===== src/rtl/i2c_regseq_pkg.sv =====
// Package: i2c_regseq_pkg
// Shared widths, byte-engine command codes and sequencer states for the
// indirect register access sequencer. Assumes 8-bit I2C bytes and 7-bit
// bus addresses; the device base is one bit narrower than the bus address.
package i2c_regseq_pkg;
    localparam int BYTE_W = 8;
    localparam int ADDR_W = BYTE_W - 1;
    localparam int BASE_W = ADDR_W - 1;

    typedef enum logic [1:0] {
        OP_START = 2'd0,
        OP_STOP  = 2'd1,
        OP_WRITE = 2'd2,
        OP_READ  = 2'd3
    } i2c_op_e;

    typedef enum logic [3:0] {
        ST_IDLE,
        ST_P_START,
        ST_P_ADDR,
        ST_P_REG,
        ST_P_STOP,
        ST_D_START,
        ST_D_ADDR,
        ST_D_XFER,
        ST_D_STOP,
        ST_E_STOP
    } seq_state_e;
endpackage


===== src/rtl/i2c_regseq_addr.sv =====
// Module: i2c_regseq_addr
// Forms the two address bytes of one register access from the device base.
// The pointer address is base*2 and the data address is base*2+1; bit 0 of
// each byte is the I2C direction bit. Purely combinational.
module i2c_regseq_addr
    import i2c_regseq_pkg::*;
(
    input  logic [BASE_W-1:0] base,
    input  logic              is_read,
    output logic [BYTE_W-1:0] ptr_byte,
    output logic [BYTE_W-1:0] dat_byte
);
    logic [ADDR_W-1:0] ptr_addr;
    logic [ADDR_W-1:0] dat_addr;

    // Derive the even and odd 7-bit bus addresses and append the direction bit.
    always_comb begin
        ptr_addr = {base, 1'b0};
        dat_addr = {base, 1'b1};
        ptr_byte = {ptr_addr, 1'b0};
        dat_byte = {dat_addr, is_read};
    end
endmodule


===== src/rtl/i2c_regseq_ctx.sv =====
// Module: i2c_regseq_ctx
// Holds the accepted request for the length of a transfer and keeps the
// result outputs: the done pulse, the sticky error flag and the read byte.
// Assumes accept is only raised while the controller is idle.
module i2c_regseq_ctx
    import i2c_regseq_pkg::*;
(
    input  logic              clk,
    input  logic              rst_n,
    input  logic              accept,
    input  logic              req_write,
    input  logic [BASE_W-1:0] req_base,
    input  logic [BYTE_W-1:0] req_reg,
    input  logic [BYTE_W-1:0] req_wdata,
    input  logic              fin,
    input  logic              fin_err,
    input  logic              rd_load,
    input  logic [BYTE_W-1:0] cmd_rdata,
    output logic              is_read,
    output logic [BASE_W-1:0] base_q,
    output logic [BYTE_W-1:0] reg_q,
    output logic [BYTE_W-1:0] wdata_q,
    output logic              done,
    output logic              err,
    output logic [BYTE_W-1:0] rd_data
);
    // Capture the request fields when a new transfer is accepted.
    always_ff @(posedge clk) begin
        if (!rst_n) begin
            is_read <= 1'b0;
            base_q  <= '0;
            reg_q   <= '0;
            wdata_q <= '0;
        end else if (accept) begin
            is_read <= !req_write;
            base_q  <= req_base;
            reg_q   <= req_reg;
            wdata_q <= req_wdata;
        end
    end

    // Produce the completion pulse and keep the error flag until the next accept.
    always_ff @(posedge clk) begin
        if (!rst_n) begin
            done <= 1'b0;
            err  <= 1'b0;
        end else begin
            done <= fin;
            if (accept)
                err <= 1'b0;
            else if (fin)
                err <= fin_err;
        end
    end

    // Latch the byte returned by the single read command.
    always_ff @(posedge clk) begin
        if (!rst_n)
            rd_data <= '0;
        else if (rd_load)
            rd_data <= cmd_rdata;
    end


    done_pulse_chk: assert property (@(posedge clk) disable iff (!rst_n)
        done |=> !done);
endmodule


===== src/rtl/i2c_regseq_ctrl.sv =====
// Module: i2c_regseq_ctrl
// State machine that walks one register access through the byte engine:
// pointer transaction, then data transaction, with an early STOP on any
// missing acknowledge. Each command is held until cmd_done; the engine is
// assumed to raise cmd_done for one cycle per command.
module i2c_regseq_ctrl
    import i2c_regseq_pkg::*;
(
    input  logic              clk,
    input  logic              rst_n,
    input  logic              req_valid,
    input  logic              is_read,
    input  logic [BYTE_W-1:0] ptr_byte,
    input  logic [BYTE_W-1:0] dat_byte,
    input  logic [BYTE_W-1:0] reg_byte,
    input  logic [BYTE_W-1:0] wr_byte,
    input  logic              cmd_done,
    input  logic              cmd_ack,
    output logic              accept,
    output logic              busy,
    output logic              cmd_valid,
    output i2c_op_e           cmd_op,
    output logic [BYTE_W-1:0] cmd_wdata,
    output logic              cmd_nack,
    output logic              fin,
    output logic              fin_err,
    output logic              rd_load
);
    seq_state_e state, state_nx;

    // Accept a request only when no transfer is running.
    always_comb begin
        busy   = (state != ST_IDLE);
        accept = req_valid && !busy;
    end

    // Map the current step to a byte-engine command.
    always_comb begin
        cmd_valid = busy;
        cmd_op    = OP_STOP;
        cmd_wdata = '0;
        cmd_nack  = 1'b0;
        unique case (state)
            ST_P_START, ST_D_START: cmd_op = OP_START;
            ST_P_ADDR: begin
                cmd_op    = OP_WRITE;
                cmd_wdata = ptr_byte;
            end
            ST_P_REG: begin
                cmd_op    = OP_WRITE;
                cmd_wdata = reg_byte;
            end
            ST_D_ADDR: begin
                cmd_op    = OP_WRITE;
                cmd_wdata = dat_byte;
            end
            ST_D_XFER: begin
                if (is_read) begin
                    cmd_op   = OP_READ;
                    cmd_nack = 1'b1;
                end else begin
                    cmd_op    = OP_WRITE;
                    cmd_wdata = wr_byte;
                end
            end
            default: cmd_op = OP_STOP;
        endcase
    end

    // Choose the next step when the engine reports the current command done.
    always_comb begin
        state_nx = state;
        fin      = 1'b0;
        fin_err  = 1'b0;
        rd_load  = 1'b0;
        unique case (state)
            ST_IDLE:    if (accept) state_nx = ST_P_START;
            ST_P_START: if (cmd_done) state_nx = ST_P_ADDR;
            ST_P_ADDR:  if (cmd_done) state_nx = cmd_ack ? ST_P_REG : ST_E_STOP;
            ST_P_REG:   if (cmd_done) state_nx = cmd_ack ? ST_P_STOP : ST_E_STOP;
            ST_P_STOP:  if (cmd_done) state_nx = ST_D_START;
            ST_D_START: if (cmd_done) state_nx = ST_D_ADDR;
            ST_D_ADDR:  if (cmd_done) state_nx = cmd_ack ? ST_D_XFER : ST_E_STOP;
            ST_D_XFER: begin
                if (cmd_done) begin
                    if (is_read) begin
                        rd_load  = 1'b1;
                        state_nx = ST_D_STOP;
                    end else begin
                        state_nx = cmd_ack ? ST_D_STOP : ST_E_STOP;
                    end
                end
            end
            ST_D_STOP: begin
                if (cmd_done) begin
                    fin      = 1'b1;
                    state_nx = ST_IDLE;
                end
            end
            ST_E_STOP: begin
                if (cmd_done) begin
                    fin      = 1'b1;
                    fin_err  = 1'b1;
                    state_nx = ST_IDLE;
                end
            end
            default: state_nx = ST_IDLE;
        endcase
    end

    // Advance the sequencer state.
    always_ff @(posedge clk) begin
        if (!rst_n)
            state <= ST_IDLE;
        else
            state <= state_nx;
    end


    cmd_hold_chk: assert property (@(posedge clk) disable iff (!rst_n)
        (cmd_valid && !cmd_done) |=> (cmd_valid && $stable(cmd_op) && $stable(cmd_wdata)));


    nack_stop_chk: assert property (@(posedge clk) disable iff (!rst_n)
        (cmd_valid && cmd_done && cmd_op == OP_WRITE && !cmd_ack) |=> (cmd_valid && cmd_op == OP_STOP));


    busy_start_chk: assert property (@(posedge clk) disable iff (!rst_n)
        $rose(busy) |-> $past(req_valid));
endmodule


===== src/rtl/i2c_ptr_regseq.sv =====
// Module: i2c_ptr_regseq
// Top of the indirect register access sequencer. Accepts one request at a
// time and turns it into a pointer write and a data transfer on two
// neighbouring I2C addresses through a byte-level command port.
// Assumes the byte engine behind cmd_* owns all bit timing.
module i2c_ptr_regseq
    import i2c_regseq_pkg::*;
(
    input  logic              clk,
    input  logic              rst_n,
    input  logic              req_valid,
    input  logic              req_write,
    input  logic [BASE_W-1:0] req_base,
    input  logic [BYTE_W-1:0] req_reg,
    input  logic [BYTE_W-1:0] req_wdata,
    output logic              busy,
    output logic              done,
    output logic              err,
    output logic [BYTE_W-1:0] rd_data,
    output logic              cmd_valid,
    output logic [1:0]        cmd_op,
    output logic [BYTE_W-1:0] cmd_wdata,
    output logic              cmd_nack,
    input  logic              cmd_done,
    input  logic              cmd_ack,
    input  logic [BYTE_W-1:0] cmd_rdata
);
    logic              accept_w, fin_w, fin_err_w, rd_load_w, is_read_w;
    logic [BASE_W-1:0] base_w;
    logic [BYTE_W-1:0] reg_w, wdata_w, ptr_byte_w, dat_byte_w;
    i2c_op_e           op_w;

    i2c_regseq_ctx u_ctx (
        .clk       (clk),
        .rst_n     (rst_n),
        .accept    (accept_w),
        .req_write (req_write),
        .req_base  (req_base),
        .req_reg   (req_reg),
        .req_wdata (req_wdata),
        .fin       (fin_w),
        .fin_err   (fin_err_w),
        .rd_load   (rd_load_w),
        .cmd_rdata (cmd_rdata),
        .is_read   (is_read_w),
        .base_q    (base_w),
        .reg_q     (reg_w),
        .wdata_q   (wdata_w),
        .done      (done),
        .err       (err),
        .rd_data   (rd_data)
    );

    i2c_regseq_addr u_addr (
        .base     (base_w),
        .is_read  (is_read_w),
        .ptr_byte (ptr_byte_w),
        .dat_byte (dat_byte_w)
    );

    i2c_regseq_ctrl u_ctrl (
        .clk       (clk),
        .rst_n     (rst_n),
        .req_valid (req_valid),
        .is_read   (is_read_w),
        .ptr_byte  (ptr_byte_w),
        .dat_byte  (dat_byte_w),
        .reg_byte  (reg_w),
        .wr_byte   (wdata_w),
        .cmd_done  (cmd_done),
        .cmd_ack   (cmd_ack),
        .accept    (accept_w),
        .busy      (busy),
        .cmd_valid (cmd_valid),
        .cmd_op    (op_w),
        .cmd_wdata (cmd_wdata),
        .cmd_nack  (cmd_nack),
        .fin       (fin_w),
        .fin_err   (fin_err_w),
        .rd_load   (rd_load_w)
    );

    // Present the command code as a plain vector at the port.
    always_comb cmd_op = op_w;


    rd_hold_chk: assert property (@(posedge clk) disable iff (!rst_n)
        !(cmd_valid && cmd_done && cmd_op == OP_READ) |=> $stable(rd_data));


    ctx_hold_chk: assert property (@(posedge clk) disable iff (!rst_n)
        busy |=> (!busy || $stable(base_w)));


    done_idle_chk: assert property (@(posedge clk) disable iff (!rst_n)
        done |-> !busy);
endmodule


===== config.mk =====
export PLATFORM = sky130hd
export DESIGN_NAME = i2c_ptr_regseq
export DESIGN_NICKNAME = d
export VERILOG_FILES = /design/src/rtl/i2c_regseq_pkg.sv /design/src/rtl/i2c_regseq_addr.sv /design/src/rtl/i2c_regseq_ctx.sv /design/src/rtl/i2c_regseq_ctrl.sv /design/src/rtl/i2c_ptr_regseq.sv
export SDC_FILE = /design/constraint.sdc
export NUM_CORES = 1
export LEC_CHECK = 0
export BUFFER_PORTS_ARGS = -buffer_cell sky130_fd_sc_hd__buf_4
export CORE_ASPECT_RATIO = 2
export CORE_MARGIN = 8
export CORE_UTILIZATION = 45
export DETAILED_ROUTE_END_ITERATION = 8
export GPL_TIMING_DRIVEN = 0
export MAX_ROUTING_LAYER = met4
export PLACE_DENSITY = 0.72
export SLEW_MARGIN = 20
export SYNTH_ARGS = -nofsm -noshare
export SYNTH_HDL_FRONTEND = slang
export SYNTH_SLANG_ARGS = --single-unit

===== constraint.sdc =====
create_clock -name clk -period 2.26 [get_ports clk]
set_input_delay 0.226 -clock clk [delete_from_list [all_inputs] [get_ports clk]]
set_output_delay 0.226 -clock clk [all_outputs]
set_load 0.1 [all_outputs]

# Yosys cells after proc, flatten, opt, wreduce, memory -nomap -nowiden
# Index checks and enable logic that the tools add are counted.
[word_totals]
register_bits = 37
out_inout_bits = 23
wordCells = 63
[classes]
n_eq_ne = 18
n_mux = 26
bitwise = 1
n_reduce_logical = 10
[op_table]
columns = ["op", "n"]
rows = [
  ["4-bit two-way mux", 13],
  ["4-bit one-hot mux with 9 select lines", 1],
  ["8-bit one-hot mux with 4 select lines", 1],
  ["4-bit by 3-bit equality test with 1-bit output, second input constant", 4],
  ["2-bit inequality test, second input constant", 8],
  ["1-bit two-way mux", 9],
  ["9-bit AND reduction", 1],
  ["4-bit by 2-bit equality test with 1-bit output, second input constant", 2],
  ["4-bit equality test, second input constant", 2],
  ["8-bit two-way mux", 1],
  ["2-bit one-hot mux with 3 select lines", 1],
  ["2-bit OR reduction", 3],
  ["4-bit by 1-bit equality test with 1-bit output, second input constant", 1],
  ["4-bit zero test", 1],
  ["4-bit nonzero test", 1],
  ["3-bit OR reduction", 1],
  ["1-bit zero test", 2],
  ["2-bit by 1-bit inequality test with 1-bit output, second input constant", 1],
  ["1-bit logical AND", 1],
  ["1-bit NOT", 1],
]

# Longest topological paths before layout
# Gate-level depths: netlist of run 1.
[depth]
ltp_word = 5
depth_mapped = 7

# Hierarchy
# A second synthesis of run 1 with hierarchy kept.
[unflattened]
hier_cells = 203
hier_area_um2 = 1945.6
[by_module_without_submodules]
columns = ["mod", "instances", "cells_each", "area_per_inst_um2"]
rows = [
  ["i2c_regseq_ctx", 1, 105, 1253.7],
  ["i2c_regseq_ctrl", 1, 80, 564.3],
  ["i2c_regseq_addr", 1, 18, 127.6],
]

# Worst setup path after synthesis of run 1
# No wires, ideal clock.
[synth_timing]
path_kind = "reg-to-output"
from = "register u_ctrl.state[1]"
to = "output port cmd_op[0]"
arrival_time_ns = 2.207
required_ns = 2.034
setup_slack_ns = -0.173
stages_incl_launch_ff = 5
n_path_buf = 1
path_cell_list = "dfxtp_1 > buf_6 > and4b_4 > and2_1 > a211o_1"
[synth_via]
elab_chain_len = 3
elab_cells_between_ends = 9
classes_between = "eq/ne: 6; mux: 1; reduce/logical: 2"
[synth_lines]
columns = ["item", "line_no", "text"]
rows = [
  ["start, declared", "i2c_regseq_ctrl.sv:29", "seq_state_e state, state_nx;"],
  ["start signal, assigned", "i2c_regseq_ctrl.sv:116", "state <= state_nx;"],
  ["4-bit by 2-bit equality test with 1-bit output (tied with other cells)", "i2c_regseq_ctrl.sv:43", "unique case (state)"],
  ["3-bit OR reduction (no source line) / 2-bit OR reduction (equally long branches)", "--", ""],
  ["2-bit one-hot mux with 3 select lines *", "i2c_regseq_ctrl.sv:43", ""],
  ["end, declared", "i2c_ptr_regseq.sv:21", "output logic [1:0] cmd_op,"],
]
# Every way passes the cells marked *; elsewhere a longest branch is shown, timed or not.

# Worst setup path after layout of run 1
[layout_timing]
from = "register u_ctrl.state[1]"
to = "output port cmd_wdata[5]"
[layout_via]
elab_chain_len = 2
elab_cells_between_ends = 5
classes_between = "eq/ne: 4; mux: 1"
[layout_lines]
columns = ["item", "line_no", "text"]
rows = [
  ["4-bit by 3-bit equality test with 1-bit output / 4-bit by 2-bit equality test with 1-bit output (equally long branches)", "i2c_regseq_ctrl.sv:43", ""],
  ["8-bit one-hot mux with 4 select lines *", "i2c_regseq_ctrl.sv:43", ""],
  ["end, declared", "i2c_ptr_regseq.sv:22", "output logic [BYTE_W-1:0] cmd_wdata,"],
]
# Marks and branches as above.

==> metrics.txt, run 1 <==
Vias per Instance 4.98; R2R cell count 6; unrepaired setup endpoints after global routing false; post-synth top area cell dfxtp_1; asr flop ratio synth 0; Hold Path Class in2reg; initial antenna violation count 0; Post-Route WL 4.64 mm; largest driver fanout on the critical path 9; #FFs+latches synth 37; Final min period 2.16 ns; CP Launch Type flip-flop; share of cells above drive strength 1 0.442; clk root buf clkbuf_8; post-route clock period utilization 0.957; ANT cells 0; Die Y 105 um; Netlist cell types 35; Post-DRT Antenna Nets 0; vias after detailed routing about 1600; Final Util 0.634; largest cells by area after synthesis dfxtp_1 41%, a21oi_2 9.2%, nand2_1 7.3%, mux2i_1 5.6%, nand2_2 5.2%; TritonCTS clock tree done; Fin. Hold Viols 0; Syn-to-layout area delta 35.3%; Max Cap Viol 0; die footprint 6410 um2; Main synth FF type dfxtp_1; Critical Path Sink Type output pin; total global routing overflow 0; Wirelength per Cell 14.5 um; # port buffers 57; YS warnings 0; Mean Syn Cell Area a little under 9 um2; die width 60.7 um; Longest Clk Path Bufs 2; critical path class reg2out; drt initial violations 43; CP arrival 1.94 ns; routability congestion estimate 0.856; top-area cell type share of the netlist area 0.411; cts bufs inserted 5; Tightest Pin Transition 0.717 ns; Post-synth EDFFs 0; CTS H-tree depth 2; worst endpoint required time 2.03 ns; outcome finished clean; Rel. slew slack 0.522; Setup-failing EPs final 0; post-route setup TNS 0 ns; net count reported at finish 304; vias in the first global route approximately 1700; largest net degree at the start of global routing 13; TritonRoute pass-1 iters 4; Leak 1.11 nW; Starting Density 0.469; global-route wire length before repair 7.76 mm; register area share after synthesis 0.411; Final Max Slew Viols 0; final setup skew 0.00583 ns; hold_ws 0.122 ns; DRC 0; pwr dens 797 nW/um2; Cells after Synth 203; Clock Latency Late Sink 0.29 ns; syn nets 239; worst IR drop on VDD 0.000897 V; hold path depth 2; top-count cell post-synth dfxtp_1; num ports slightly below 60; global-route usage over all layers 0.161; clock slew at reported path FFs 0.07 ns; Fmax between 400 and 500 MHz; Rows 32; CTS sink count 37; HPWL Detailed 3.55 mm; core area 3840 um2; Netlist Area Pre-Place 1800 um2; Post-synth top cells 37 x dfxtp_1, 35 x nand2_1, 19 x a21oi_2, 16 x nor2_1, 15 x nand2_2
-- state kept, by name, indices dropped and copies added (netlist names) --
signal,flops
u_ctx.rd_data,8
u_ctx.reg_q,8
u_ctx.wdata_q,8
u_ctx.base_q,6
u_ctrl.state,4
u_ctx.done,1
u_ctx.err,1
u_ctx.is_read,1
-- placed cells by master (no fill, tap or decap), drive strengths merged --
cell type / instances
a211o: 2
a211oi: 3
a21oi: 26
a222oi: 7
a31oi: 4
and2: 2
and4b: 1
buf: 67
bufinv: 1
clkbuf: 12
clkinv: 1
clkinvlp: 1
dfxtp: 37
inv: 13
mux2i: 10
nand2: 50
nand2b: 3
nand3: 2
nor2: 16
nor2b: 1
nor3: 2
nor4: 2
o2111ai: 1
o21ai: 2
o311ai: 1
o31ai: 1
or3: 1
-- stage by stage --
stage | setup WS [ns] | cells | cell area [um2] | total power [mW]
6_report | 0.0965 | 320 | 2440 | 1.94
5_1_grt | 0.00780 | 320 | 2440 | 2.04
4_1_cts | 0.0390 | 319 | 2430 | 1.96
3_5_place_dp | 0.207 | 311 | 2300 | 1.36
3_3_place_gp | 0.201 | 311 | 2300 | 1.35
2_1_floorplan | 0.0602 | 203 | 1810 | 1.21
-- metal layers --
| layer | up-vias | GRT usage | wire length, um |
|---|---|---|---|
| li1 | 816 | - | - |
| met1 | 730 | 0.155 | 1670 |
| met2 | 42 | 0.277 | 2650 |
| met3 | 5 | 0.0402 | 249 |
| met4 | 0 | 0.0824 | 72 |
| met5 | - | - | 0 |
-- report_power, final --
part / internal [mW] / switching, mW
clock network: 0.359 / 0.237
logic: 0.222 / 0.383
registers: 0.706 / 0.0359
total: 1.29 / 0.656
-- critical path, cell delays in order, from the launching register on --
cell	delay (ns)
dfxtp_1	0.31
buf_6	0.13
and4b_4	0.21
nor2b_1	0.12
buf_2	0.18
a222oi_1	0.38
inv_1	0.07
buf_4	0.24
-- what timing repair did --
item / in CTS / in global routing
endpoints found under the setup margin: 7 / 7
setup buffers: 0 / 1
cloned: 0 / 0
pin swaps: 0 / 3
gates resized for setup: 1 / 2
hold endpoints to repair: 0 / 0
hold buffers: 0 / 0
-- final cells by class --
class / count / area, um2
multi-input combinational: 137 / 897
clock inverter: 2 / 37.5
tap: 51 / 63.8
inverter: 14 / 52.6
timing repair buffer: 58 / 435
buffer: 15 / 128
sequential: 37 / 742
clock buffer: 6 / 82.6
fill: 357 / 1410
-- final timing paths --
path | from | endpoint | slack (ns)
min | req_write | u_ctx.is_read$_SDFFE_PN0P_ | 0.12
max reg2reg | u_ctrl.state[3]$_SDFFE_PN0P_ | u_ctx.reg_q[0]$_SDFFE_PN0P_ | 0.72
max | u_ctrl.state[1]$_SDFFE_PN0P_ | cmd_wdata[5] | 0.1
min reg2reg | u_ctx.wdata_q[5]$_SDFFE_PN0P_ | u_ctx.wdata_q[5]$_SDFFE_PN0P_ | 0.47
-- logic make-up (layout without fill, tap and decap cells) --
kind of cell / count (synthesis) / count (layout) / synth area share
mux: 10 / 10 / 0.0556
compound gates: 47 / 47 / 0.209
flops: 37 / 37 / 0.411
buf+inv: 29 / 95 / 0.100
simple gates: 80 / 80 / 0.224
(Power assumes the default switching activity.)
==> run 2: changes to the inputs <==
--- a/config.mk
+++ b/config.mk
@@ -6,14 +6,17 @@
 export NUM_CORES = 1
 export LEC_CHECK = 0
 export BUFFER_PORTS_ARGS = -buffer_cell sky130_fd_sc_hd__buf_4
+export CELL_PAD_IN_SITES_DETAIL_PLACEMENT = 1
+export CELL_PAD_IN_SITES_GLOBAL_PLACEMENT = 2
 export CORE_ASPECT_RATIO = 2
 export CORE_MARGIN = 8
-export CORE_UTILIZATION = 45
+export CORE_UTILIZATION = 33
 export DETAILED_ROUTE_END_ITERATION = 8
 export GPL_TIMING_DRIVEN = 0
 export MAX_ROUTING_LAYER = met4
-export PLACE_DENSITY = 0.72
+export PLACE_DENSITY_LB_ADDON = 0.1
 export SLEW_MARGIN = 20
 export SYNTH_ARGS = -nofsm -noshare
 export SYNTH_HDL_FRONTEND = slang
+export SYNTH_HIERARCHICAL = 1
 export SYNTH_SLANG_ARGS = --single-unit
==> run 2 against run 1 <==
Against the previous run:
- critical endpoint is now cmd_wdata[2]
- largest cell class unchanged
- critical path type unchanged
- clock skew is 0.0023 ns lower
- count of clock-buffer cells in the layout stayed put
- largest power group is now combinational logic
- register-to-register slack worse by 0.41 ns
- design area is 9.7% higher
==> metrics.txt, run 2 <==
total global routing overflow 0 (unchanged); num ports 59 (unchanged); Fin. Hold Viols 0 (unchanged); adder-cell share of the synthesized area 0 (unchanged); Largest regs u_ctx/rd_data (8), u_ctx/reg_q (8), u_ctx/wdata_q (8) (was u_ctx.rd_data (8), u_ctx.reg_q (8), u_ctx.wdata_q (8)); Logic pwr share 0.436 (was 0.311); Final Max Slew Viols 0 (unchanged); largest driver fanout on the critical path 10 (was 9); outcome finished clean (unchanged); Die Y 125 um (was 105 um); # port buffers 58 (was 57); largest net degree at the start of global routing 12 (was 13); Syn-to-layout area delta 37.6% (was 35.3%); net count reported at finish 307 (was 304); final setup skew 0.00350 ns (was 0.00583 ns); ANT cells 0 (unchanged); clock share of power 0.262 (was 0.307); CTS sink count 37 (unchanged); Clock Latency Late Sink 0.28 ns (was 0.29 ns); Max Cap Viol 0 (unchanged); CTS H-tree depth 2 (unchanged); global-route usage over all layers 0.130 (was 0.161); post-synth top area cell dfxtp_1 (unchanged); area post-placement 2490 um2 (was 2300 um2); Post-synth top cells 37 x dfxtp_1, 34 x mux2i_1, 33 x nor2b_1, 17 x buf_4, 16 x a22oi_1 (was 37 x dfxtp_1, 35 x nand2_1, 19 x a21oi_2, 16 x nor2_1, 15 x nand2_2); HPWL Detailed 4.23 mm (was 3.55 mm); post-route clock period utilization 0.948 (was 0.957); drt initial violations 61 (was 43); Netlist Area Pre-Place 1950 um2 (was 1800 um2); Starting Density 0.341 (was 0.469); Synth Area in XOR/XNOR 0 (unchanged); largest cells by area after synthesis dfxtp_1 38%, mux2i_1 17%, nor2b_1 11%, buf_4 6.6%, a22oi_1 6.2% (was dfxtp_1 41%, a21oi_2 9.2%, nand2_1 7.3%, mux2i_1 5.6%, nand2_2 5.2%); Vias per Instance 4.90 (was 4.98); Rows 39 (was 32); Mean Syn Cell Area 9.58 um2 (was 8.88 um2); FILL cells 670 (was 357); global-route wire length before repair 8.98 mm (was 7.76 mm); Pint 1.62 mW (was 1.29 mW); post-route setup TNS 0 ns (unchanged); share of cells above drive strength 1 0.395 (was 0.442); sequential power share 0.302 (was 0.382); worst IR drop on VDD 0.000796 V (was 0.000897 V); vias in the first global route 1841 (was 1711); most common cell after layout, fill and taps aside buf_4 (unchanged); crit path launch u_ctrl/state[0]$_SDFFE_PN0P_ (was u_ctrl.state[1]$_SDFFE_PN0P_); CP arrival 1.92 ns (was 1.94 ns); core area 5710 um2 (was 3840 um2); YS warnings 6 (was 0); Cells after Synth 203 (unchanged); Switching Share 0.395 (was 0.337); worst endpoint required time 2.03 ns (about the same); post-synthesis compound-gate area fraction 0.120 (was 0.209); hold_buf cts 0 (unchanged); Wirelength per Cell 16.5 um (was 14.5 um); top-count cell post-synth dfxtp_1 (unchanged); Post-DRT Antenna Nets 0 (unchanged); TritonRoute pass-1 iters 4 (unchanged); Critical Path Sink Type output pin (unchanged); Setup-failing EPs final 0 (unchanged); clk root buf clkbuf_16 (was clkbuf_8); worst r2r src u_ctrl/state[3]$_SDFFE_PN0P_ (was u_ctrl.state[3]$_SDFFE_PN0P_); clock slew at reported path FFs 0.06 ns (was 0.07 ns); register area share after synthesis 0.381 (was 0.411); Final Cell Area 2680 um2 (was 2440 um2); largest family of logic cells by synthesized area simple AND/OR/NAND/NOR gates (unchanged); CP Launch Type flip-flop (unchanged); top-area cell type share of the netlist area 0.381 (was 0.411); die footprint 8760 um2 (was 6410 um2); commonest cells after routing, fill and taps aside 74 x buf_4, 37 x dfxtp_1, 34 x mux2i_1 (was 59 x buf_4, 36 x dfxtp_1, 35 x nand2_1); pwr dens 1000 nW/um2 (was 797 nW/um2); initial antenna violation count 0 (unchanged); Post-synth EDFFs 0 (unchanged); unrepaired setup endpoints after global routing false (unchanged); vias after detailed routing 1627 (was 1593); Synth Area in Simple Gates 0.192 (was 0.224); Main synth FF type dfxtp_1 (unchanged); routability congestion estimate 0.744 (was 0.856); Netlist cell types 33 (was 35); critical path class reg2out (unchanged); cts bufs inserted 5 (unchanged); Final min period 2.14 ns (was 2.16 ns); hold path startpoint req_reg[3] (was req_write); DRC 0 (unchanged); mux cell area share after synthesis 0.175 (was 0.0556); Longest Clk Path Bufs 2 (unchanged); Fmax 467 MHz (was 462 MHz); Post-Route WL 5.48 mm (was 4.64 mm); #FFs+latches synth 37 (unchanged); Leak 1.16 nW (was 1.11 nW); asr flop ratio synth 0 (unchanged); TritonCTS clock tree done (unchanged); die width 70.3 um (was 60.7 um); Sw Pwr 1.06 mW (was 0.656 mW); Hold Path Class in2reg (unchanged)
[run 2: cell types whose count changed after synthesis, moves of 7 or more]
cell,before,now
nor2b_1,1,33
nand2_1,35,8
mux2i_1,10,34
a21oi_2,19,1
a22oi_1,0,16
buf_4,1,17
nand2_2,15,0
nor2_1,16,4
o21ai_0,1,10
inv_1,13,5
a222oi_1,7,0
[run 2: path summary, 6_finish.rpt]
kind / end / slack [ns] / cells past startpoint
max: cmd_wdata[2] / 0.12 / 7
min reg2reg: u_ctx/wdata_q[0]$_SDFFE_PN0P_ / 0.52 / 2
max reg2reg: u_ctx/rd_data[6]$_SDFFE_PN0P_ / 0.31 / 7
min: u_ctx/reg_q[3]$_SDFFE_PN0P_ / 0.20 / 3
[run 2: critical path, cell delays in order, from the launching register on]
cell     delay [ns]
dfxtp_1        0.37
buf_2          0.25
nand2_1        0.15
nor3_4         0.27
buf_12         0.16
a22oi_1        0.07
o21ai_2        0.07
buf_4          0.30
[run 2: cells by family (layout without fill, tap and decap cells)]
group / count (synthesis) / after routing
other cells: 2 / 3
compound gates: 35 / 35
simple gates: 60 / 60
buf+inv: 35 / 102
flops: 37 / 37
mux: 34 / 34
[run 2: routing by layer]
layer / wire length, um / vias up / GRT usage
li1: - / 808 / -
met1: 2160 / 777 / 0.130
met2: 3080 / 36 / 0.236
met3: 142 / 6 / 0.0231
met4: 96 / 0 / 0.0512
met5: 0 / - / -
[run 2: through the flow]
step / setup WS (ns) / util / instances / hold WS [ns] / total power, mW
after global placement: 0.0540 / 0.435 / 323 / 0.481 / 1.98
after floorplan: -0.262 / - / 204 / 0.354 / 1.73
final: 0.118 / 0.469 / 332 / 0.204 / 2.68
after CTS: 0.0956 / 0.467 / 332 / 0.202 / 2.71
after global routing: 0.0121 / 0.469 / 332 / 0.205 / 2.81
after detailed placement: 0.0602 / 0.435 / 323 / 0.491 / 1.99
[run 2: what timing repair did]
action | 4_1_cts | 5_1_grt
resized for setup | 3 | 2
setup endpoints to repair | 8 | 2
pin swaps | 2 | 0
setup buffers | 2 | 0
[run 2: cell type report]
cell class	instances	area, um2	area share
sequential	37	741	0.277
clock buffer	6	139	0.0519
buffer	30	234	0.0874
multi-input combinational	132	990	0.370
clock inverter	1	7.51	0.00281
inverter	5	18.8	0.00701
timing repair buffer	60	470	0.176
tap	61	76.3	0.0285
[run 2: power by group through the flow]
stage / clock [mW] / combinational, mW / sequential, mW
6_report: 0.703 / 1.17 / 0.810
5_1_grt: 0.743 / 1.24 / 0.825
4_1_cts: 0.720 / 1.18 / 0.814
3_5_place_dp: 0 / 1.17 / 0.824
3_3_place_gp: 0 / 1.16 / 0.823
2_1_floorplan: 0 / 0.930 / 0.802
